$ cat src/rtl/async_rx_pkg.sv
// Package: shared state type and format decode helpers for the receiver.
// Assumes the fixed eight-entry format code of the receiver (bit 2 = 8 data bits).
package async_rx_pkg;

    localparam int CHAR_W  = 8;
    localparam int SHIFT_W = CHAR_W + 1;

    typedef enum logic [1:0] {
        SMP_IDLE = 2'd0,
        SMP_QUAL = 2'd1,
        SMP_RUN  = 2'd2
    } smp_state_t;

    // True when the format carries eight data bits.
    function automatic logic fmt_eight(input logic [2:0] f);
        return f[2];
    endfunction

    // True when the format carries a parity bit (codes 100 and 101 do not).
    function automatic logic fmt_parity(input logic [2:0] f);
        return !(f[2] && !f[1]);
    endfunction

    // True when odd parity is selected.
    function automatic logic fmt_odd(input logic [2:0] f);
        return f[0];
    endfunction

endpackage

$ cat src/rtl/rx_bit_sampler.sv
// Module: rx_bit_sampler
// Finds start bits and produces one tick per bit at the sample point.
// Ratio 1: any low sample in idle is a start bit; ticks every clock afterwards.
// Ratio DIV_A/DIV_B: needs DIV/2 consecutive lows, then ticks every DIV clocks.
// Assumes div_sel is stable while a character is in progress.
module rx_bit_sampler
    import async_rx_pkg::*;
#(
    parameter int DIV_A = 16,
    parameter int DIV_B = 64
) (
    input  logic       clk,
    input  logic       rst_n,
    input  logic       clear,
    input  logic [1:0] div_sel,
    input  logic       rx_line,
    input  logic       frame_done,
    output logic       tick_o,
    output logic       run_o
);

    localparam int CNT_W = $clog2(DIV_B) + 1;

    smp_state_t       st_q;
    logic [CNT_W-1:0] cnt_q;
    logic [CNT_W-1:0] ratio;
    logic [CNT_W-1:0] half;

    // Decode the selected oversampling ratio and its half-bit count.
    always_comb begin
        case (div_sel)
            2'b00:   ratio = CNT_W'(1);
            2'b01:   ratio = CNT_W'(DIV_A);
            default: ratio = CNT_W'(DIV_B);
        endcase
        half = ratio >> 1;
    end

    // State machine: idle -> qualify -> run, with the bit-phase counter.
    always_ff @(posedge clk) begin
        if (!rst_n || clear) begin
            st_q  <= SMP_IDLE;
            cnt_q <= '0;
        end else begin
            case (st_q)
                SMP_IDLE: begin
                    if (!rx_line) begin
                        if (half <= CNT_W'(1)) begin
                            st_q  <= SMP_RUN;
                            cnt_q <= '0;
                        end else begin
                            st_q  <= SMP_QUAL;
                            cnt_q <= CNT_W'(1);
                        end
                    end
                end
                SMP_QUAL: begin
                    if (rx_line) begin
                        st_q  <= SMP_IDLE;
                        cnt_q <= '0;
                    end else if (cnt_q + CNT_W'(1) == half) begin
                        st_q  <= SMP_RUN;
                        cnt_q <= '0;
                    end else begin
                        cnt_q <= cnt_q + CNT_W'(1);
                    end
                end
                SMP_RUN: begin
                    if (frame_done) begin
                        st_q  <= SMP_IDLE;
                        cnt_q <= '0;
                    end else if (cnt_q == ratio - CNT_W'(1)) begin
                        cnt_q <= '0;
                    end else begin
                        cnt_q <= cnt_q + CNT_W'(1);
                    end
                end
                default: begin
                    st_q  <= SMP_IDLE;
                    cnt_q <= '0;
                end
            endcase
        end
    end

    // Sample strobe at the end of each bit period measured from lock.
    assign tick_o = (st_q == SMP_RUN) && (cnt_q == ratio - CNT_W'(1));
    assign run_o  = (st_q == SMP_RUN);


    qual_low_chk: assert property (@(posedge clk) disable iff (!rst_n)
        (st_q == SMP_QUAL) |-> !$past(rx_line));


    lock_on_low_chk: assert property (@(posedge clk) disable iff (!rst_n)
        ((st_q == SMP_RUN) && ($past(st_q) != SMP_RUN)) |-> !$past(rx_line));


    tick_spacing_chk: assert property (@(posedge clk) disable iff (!rst_n)
        (tick_o && (div_sel != 2'b00) && !clear && !frame_done) |=> !tick_o);

endmodule

$ cat src/rtl/rx_char_shifter.sv
// Module: rx_char_shifter
// Shifts in data and parity bits on each tick, LSB first, then judges the
// stop bit. Emits a one-cycle done pulse with data, framing and parity results.
// Assumes fmt_sel is stable while a character is in progress.
module rx_char_shifter
    import async_rx_pkg::*;
(
    input  logic              clk,
    input  logic              rst_n,
    input  logic              clear,
    input  logic [2:0]        fmt_sel,
    input  logic              run,
    input  logic              tick,
    input  logic              rx_line,
    output logic              done_o,
    output logic [CHAR_W-1:0] data_o,
    output logic              fe_o,
    output logic              pe_o
);

    logic [SHIFT_W-1:0] shreg_q;
    logic [3:0]         idx_q;
    logic [3:0]         nbits;
    logic               eight;
    logic               par_en;
    logic               par_bit;

    // Decode the format into payload length and parity position.
    always_comb begin
        eight   = fmt_eight(fmt_sel);
        par_en  = fmt_parity(fmt_sel);
        nbits   = (eight ? 4'd8 : 4'd7) + {3'b000, par_en};
        par_bit = eight ? shreg_q[8] : shreg_q[7];
    end

    // Bit position counter; rests at zero whenever no character is running.
    always_ff @(posedge clk) begin
        if (!rst_n || clear || !run) begin
            idx_q <= '0;
        end else if (tick) begin
            idx_q <= idx_q + 4'd1;
        end
    end

    // Payload capture: store each sampled bit at its position.
    always_ff @(posedge clk) begin
        if (!rst_n) begin
            shreg_q <= '0;
        end else if (run && tick && (idx_q < nbits)) begin
            shreg_q[idx_q] <= rx_line;
        end
    end

    // Results presented with the stop-bit tick.
    always_comb begin
        done_o = run && tick && (idx_q == nbits);
        data_o = eight ? shreg_q[7:0] : {1'b0, shreg_q[6:0]};
        fe_o   = !rx_line;
        pe_o   = par_en && ((^data_o) ^ par_bit ^ fmt_odd(fmt_sel));
    end

endmodule

$ cat src/rtl/rx_hold_reg.sv
// Module: rx_hold_reg
// Single-entry data register with full flag, per-character error flags and
// a deferred overrun report. A flush clears all flags but keeps the data.
// Assumes data_rd is a one-cycle strobe.
module rx_hold_reg
    import async_rx_pkg::*;
(
    input  logic              clk,
    input  logic              rst_n,
    input  logic              flush,
    input  logic              done_in,
    input  logic [CHAR_W-1:0] data_in,
    input  logic              fe_in,
    input  logic              pe_in,
    input  logic              data_rd,
    output logic [CHAR_W-1:0] data_q,
    output logic              full_q,
    output logic              fe_q,
    output logic              pe_q,
    output logic              ovr_q
);

    logic pend_q;
    logic full_n, pend_n, ovr_n, load;

    // Next flag state: apply the read first, then the arriving character.
    always_comb begin
        full_n = full_q;
        pend_n = pend_q;
        ovr_n  = ovr_q;
        if (data_rd) begin
            if (ovr_q) begin
                ovr_n  = 1'b0;
                full_n = 1'b0;
            end else if (pend_q) begin
                ovr_n  = 1'b1;
                pend_n = 1'b0;
            end else begin
                full_n = 1'b0;
            end
        end
        load = 1'b0;
        if (done_in) begin
            if (!full_n) begin
                load   = 1'b1;
                full_n = 1'b1;
            end else if (!ovr_n) begin
                pend_n = 1'b1;
            end
        end
    end

    // Flag registers.
    always_ff @(posedge clk) begin
        if (!rst_n || flush) begin
            full_q <= 1'b0;
            pend_q <= 1'b0;
            ovr_q  <= 1'b0;
        end else begin
            full_q <= full_n;
            pend_q <= pend_n;
            ovr_q  <= ovr_n;
        end
    end

    // Error flags travel with the character that is loaded.
    always_ff @(posedge clk) begin
        if (!rst_n || flush) begin
            fe_q <= 1'b0;
            pe_q <= 1'b0;
        end else if (load) begin
            fe_q <= fe_in;
            pe_q <= pe_in;
        end
    end

    // Data register, only written by a load.
    always_ff @(posedge clk) begin
        if (!rst_n) begin
            data_q <= '0;
        end else if (load && !flush) begin
            data_q <= data_in;
        end
    end


    load_needs_done_chk: assert property (@(posedge clk) disable iff (!rst_n)
        $rose(full_q) |-> $past(done_in));


    data_hold_chk: assert property (@(posedge clk) disable iff (!rst_n)
        !$stable(data_q) |-> !$past(full_q));


    ovr_after_read_chk: assert property (@(posedge clk) disable iff (!rst_n)
        $rose(ovr_q) |-> $past(data_rd));


    ovr_keeps_full_chk: assert property (@(posedge clk) disable iff (!rst_n)
        ovr_q |-> full_q);


    flush_clears_chk: assert property (@(posedge clk) disable iff (!rst_n)
        flush |=> (!full_q && !ovr_q));

endmodule

$ cat src/rtl/async_rx_engine.sv
// Module: async_rx_engine (top)
// Receive engine: bit sampler, character shifter and holding register.
// Carrier loss or the master-reset divider code flushes the whole receiver.
// Assumes all inputs are synchronous to the receive clock.
module async_rx_engine
    import async_rx_pkg::*;
#(
    parameter int DIV_A = 16,
    parameter int DIV_B = 64
) (
    input  logic       clk,
    input  logic       rst_n,
    input  logic       rx_line,
    input  logic       carrier_lost,
    input  logic [1:0] div_sel,
    input  logic [2:0] fmt_sel,
    input  logic       data_rd,
    output logic [7:0] rx_data,
    output logic       rx_full,
    output logic       frame_err,
    output logic       parity_err,
    output logic       overrun
);

    logic              flush;
    logic              tick, run, done;
    logic [CHAR_W-1:0] sh_data;
    logic              sh_fe, sh_pe;

    // Receiver-wide initialize condition.
    assign flush = carrier_lost || (div_sel == 2'b11);

    rx_bit_sampler #(.DIV_A(DIV_A), .DIV_B(DIV_B)) u_sampler (
        .clk        (clk),
        .rst_n      (rst_n),
        .clear      (flush),
        .div_sel    (div_sel),
        .rx_line    (rx_line),
        .frame_done (done),
        .tick_o     (tick),
        .run_o      (run)
    );

    rx_char_shifter u_shifter (
        .clk     (clk),
        .rst_n   (rst_n),
        .clear   (flush),
        .fmt_sel (fmt_sel),
        .run     (run),
        .tick    (tick),
        .rx_line (rx_line),
        .done_o  (done),
        .data_o  (sh_data),
        .fe_o    (sh_fe),
        .pe_o    (sh_pe)
    );

    rx_hold_reg u_hold (
        .clk     (clk),
        .rst_n   (rst_n),
        .flush   (flush),
        .done_in (done),
        .data_in (sh_data),
        .fe_in   (sh_fe),
        .pe_in   (sh_pe),
        .data_rd (data_rd),
        .data_q  (rx_data),
        .full_q  (rx_full),
        .fe_q    (frame_err),
        .pe_q    (parity_err),
        .ovr_q   (overrun)
    );

endmodule

$ cat config.mk
export PLATFORM = sky130hd
export DESIGN_NAME = async_rx_engine
export DESIGN_NICKNAME = d
export VERILOG_FILES = /design/src/rtl/async_rx_pkg.sv /design/src/rtl/rx_bit_sampler.sv /design/src/rtl/rx_char_shifter.sv /design/src/rtl/rx_hold_reg.sv /design/src/rtl/async_rx_engine.sv
export SDC_FILE = /design/constraint.sdc
export NUM_CORES = 1
export LEC_CHECK = 0
export BUFFER_PORTS_ARGS = -buffer_cell sky130_fd_sc_hd__clkbuf_2
export CORE_UTILIZATION = 50
export DETAILED_ROUTE_END_ITERATION = 7
export HOLD_SLACK_MARGIN = 0.05
export PLACE_DENSITY = 0.7
export SLEW_MARGIN = 10
export SYNTH_ARGS = -nofsm -noshare
export SYNTH_HDL_FRONTEND = slang
export SYNTH_SLANG_ARGS = --single-unit
export TNS_END_PERCENT = 20
$ cat constraint.sdc
create_clock -name clk -period 4.86 [get_ports clk]
set_input_delay 0.486 -clock clk [delete_from_list [all_inputs] [get_ports clk]]
set_output_delay 0.486 -clock clk [all_outputs]
set_load 0.1 [all_outputs]
==> summary.txt <==
Worst Skew = 2.814 ps
routed via count = 1682
DP Worst Slack = 1745 ps
Post-Place Cells = 297
relative slew slack = 33.80%
final setup margin = 1944 ps
fin area = 0.002242 mm2
Lkg Pwr = 0.8699 nW
pwr dens = 263.7 mW/mm2
unrepaired setup endpoints after global routing = false
post-synthesis xor/xnor area fraction = 7.346%
top cells by area, synth = dfxtp_1 (35%), mux2i_1 (7.9%), ha_1 (5.6%), xnor2_1 (5.2%), nand3_1 (4.9%)
Seq cells post-synth = 35
Synth Net Count = 261
Setup crit start kind = flip-flop
fillcell total = 345
initial DRC count = 170
post-synth design cell area = 0.002027 mm2
Slew Viols, Final = 0
CTS tree = built
non-filler instance count after layout = 305
clock root buffer = clkbuf_8
simple-gate share of the synthesized area = 27.04%
Area Overhead vs Synth = 10.62%
Period minus WS final = 2916 ps
Critical R2R Capture = u_hold.data_q[1]$_SDFFE_PN0P_
Sink Count = 35
compound-cell area share of the yosys netlist = 12.10%
Placed Area = 0.002130 mm2
H-tree depth = 2
grt ovf = 0
end of the worst hold path = u_hold.data_q[6]$_SDFFE_PN0P_
Port Buffers = 21
mux contribution to synthesized area = 8.457%
first-pass GRT wire length = 7127 um
remaining antenna violation count after routing = 0
setup bufs post-CTS = 0
drt drc = 0
Max-Cap Viols = 0
initial antenna violation count = 0
worst r2r src = u_sampler.cnt_q[0]$_SDFFE_PP0P_
Yosys top cell area share = 34.57%
Fmax = 343.0 MHz
Fin Setup TNS = 0 ps
largest family of logic cells by synthesized area = simple AND/OR/NAND/NOR gates
Post-Synth Adder-Cell Area = 5.556%
Critical Path RT = 5030 ps
Yosys top cell by area = dfxtp_1
Slew @ Worst Pin = 984.6 ps
final hold vios = 0
Synth cell types = 44
Post-CTS Resized = 0
R2R cell count = 6
Async S/R FF share, synth = 0%
layout cells sized above 1 = 13.23%
Setup crit end kind = flip-flop
Hold Path Origin = u_hold.data_q[6]$_SDFFE_PN0P_
Clock Latency Late Sink = 300 ps
YS warnings = 0
WL/cell = 13.71 um
Top FF cell, synth = dfxtp_1
Starting Density = 53.75%
Post-synth EDFFs = 0
vias in the first global route = 1573
final core utilization = 59.46%
dpl hpwl = 3042 um
I/O Pins = 22
Cells on Worst Hold Path = 2
DR pass1 iterations = 4
largest net degree at the start of global routing = 28
worst vdd ir = 0.0001834 V
# setup viols final = 0
hold crit path type = flip-flop to flip-flop
core area = 0.003771 mm2
Nets = 275
WS Path Type = flip-flop to flip-flop
Die X = 65.67 um
Row Count = 22
Clock transition at path regs = 70 ps
Longest Clk Path Bufs = 2
total power = 0.5913 mW
WL final = 4181 um
mean post-synth cell area = 8.376 um2
post-synthesis sequential area ratio = 34.57%
post-synthesis cell count = 242
status = finished clean
total CTS buffers = 5
hold buffer count at cts = 0
Die Area = 0.004313 mm2
number of diodes = 0
critical-path maximum fanout = 16
GP Congestion = 0.8242
Critical Path AT = 3090 ps
vias per cell = 5.515
all-layer global routing usage = 21.95%
hold slack = 470.7 ps
crit share post-route = 60.00%
Die Ht = 65.67 um
R2R Setup Slk = 1940 ps
## layer usage
metal / part of all wire, % / global-route usage (%) / routed length, um / up-vias
met5: 0 / 0 / 0 / -
met4: 1.4 / 7.609 / 59 / 0
met3: 4.1 / 6.771 / 171 / 7
met2: 46 / 34.82 / 1937 / 25
met1: 48 / 27.83 / 2012 / 775
li1: - / - / - / 875
## cell type report
class | instances | area, um2 | area share (%)
Tap cell | 48 | 60.06 | 2.679
Timing Repair Buffer | 21 | 105.1 | 4.688
Inverter | 9 | 33.78 | 1.507
Clock buffer | 5 | 68.82 | 3.069
Sequential cell | 35 | 700.7 | 31.25
Multi-Input combinational cell | 184 | 1230 | 54.85
Clock inverter | 3 | 43.79 | 1.953
## synth_stat cells, drive strengths merged (2+ instances only)
master	number
a211oi	2
a21oi	9
a41oi	2
and2	4
and3	2
buf	4
clkbuf	10
dfxtp	35
ha	9
inv	9
mux2i	16
nand2	20
nand2b	3
nand3	21
nand4	4
nand4b	4
nor2	17
nor2b	12
nor3	6
o21ai	16
o311ai	2
o31ai	3
xnor2	12
xor2	5
## registers in the layout (all words and copies together) (netlist names)
name	cells
u_hold.full_q	1
u_sampler.cnt_q	7
u_sampler.st_q	2
u_hold.fe_q	1
u_shifter.shreg_q	9
u_hold.pe_q	1
u_hold.data_q	8
u_shifter.idx_q	4
u_hold.ovr_q	1
u_hold.pend_q	1
## logic make-up (layout without fill, tap and decap cells)
group / after synthesis / count (layout)
fa+ha+maj: 9 / 9
compound gates: 40 / 40
other cells: 1 / 1
flops: 35 / 35
buf+inv: 23 / 38
xor+xnor: 17 / 17
mux: 17 / 17
simple gates: 100 / 100
## worst max-delay path, cell delays in order (launching register included)
cell	delay (ps)
dfxtp_1	400
or4_1	550
mux2_2	320
nor4b_4	740
nand4_2	470
nand3_1	210
o21ai_0	110
## layout by cell type (no fill, tap or decap), types with 3 or more instances in the layout
cell type / n
clkbuf_8: 5
and2_1: 3
mux2i_1: 16
inv_1: 9
clkbuf_2: 21
o21ai_0: 16
xor2_1: 5
a21oi_1: 9
nor3_1: 6
nor2_1: 17
nand4b_1: 4
dfxtp_1: 35
nand2b_1: 3
nand3_1: 20
ha_1: 9
nand2_1: 20
xnor2_1: 12
nor2b_1: 12
o31ai_1: 3
nand4_1: 3
## how the worst max path moves through the flow
stage                                    start                              end  slack [ps]  depth (start not counted)
5_1_grt        u_sampler.cnt_q[0]$_SDFFE_PP0P_    u_hold.data_q[3]$_SDFFE_PN0P_        1760                          6
3_3_place_gp                        div_sel[1]    u_hold.data_q[6]$_SDFFE_PN0P_        1870                          9
6_report       u_sampler.cnt_q[0]$_SDFFE_PP0P_    u_hold.data_q[1]$_SDFFE_PN0P_        1940                          6
2_1_floorplan                       div_sel[1]  u_sampler.cnt_q[4]$_SDFFE_PP0P_        2350                          9
4_1_cts        u_sampler.cnt_q[0]$_SDFFE_PP0P_    u_hold.data_q[2]$_SDFFE_PN0P_        1940                          6
3_5_place_dp                        div_sel[1]    u_hold.data_q[2]$_SDFFE_PN0P_        1740                          9
## power breakdown
group,internal [mW],switching [mW],leakage [nW]
registers,0.287,0.00180,0.282
logic,0.0139,0.0218,0.530
clock network,0.153,0.114,0.0581
Power figures use the tool's default switching activity.
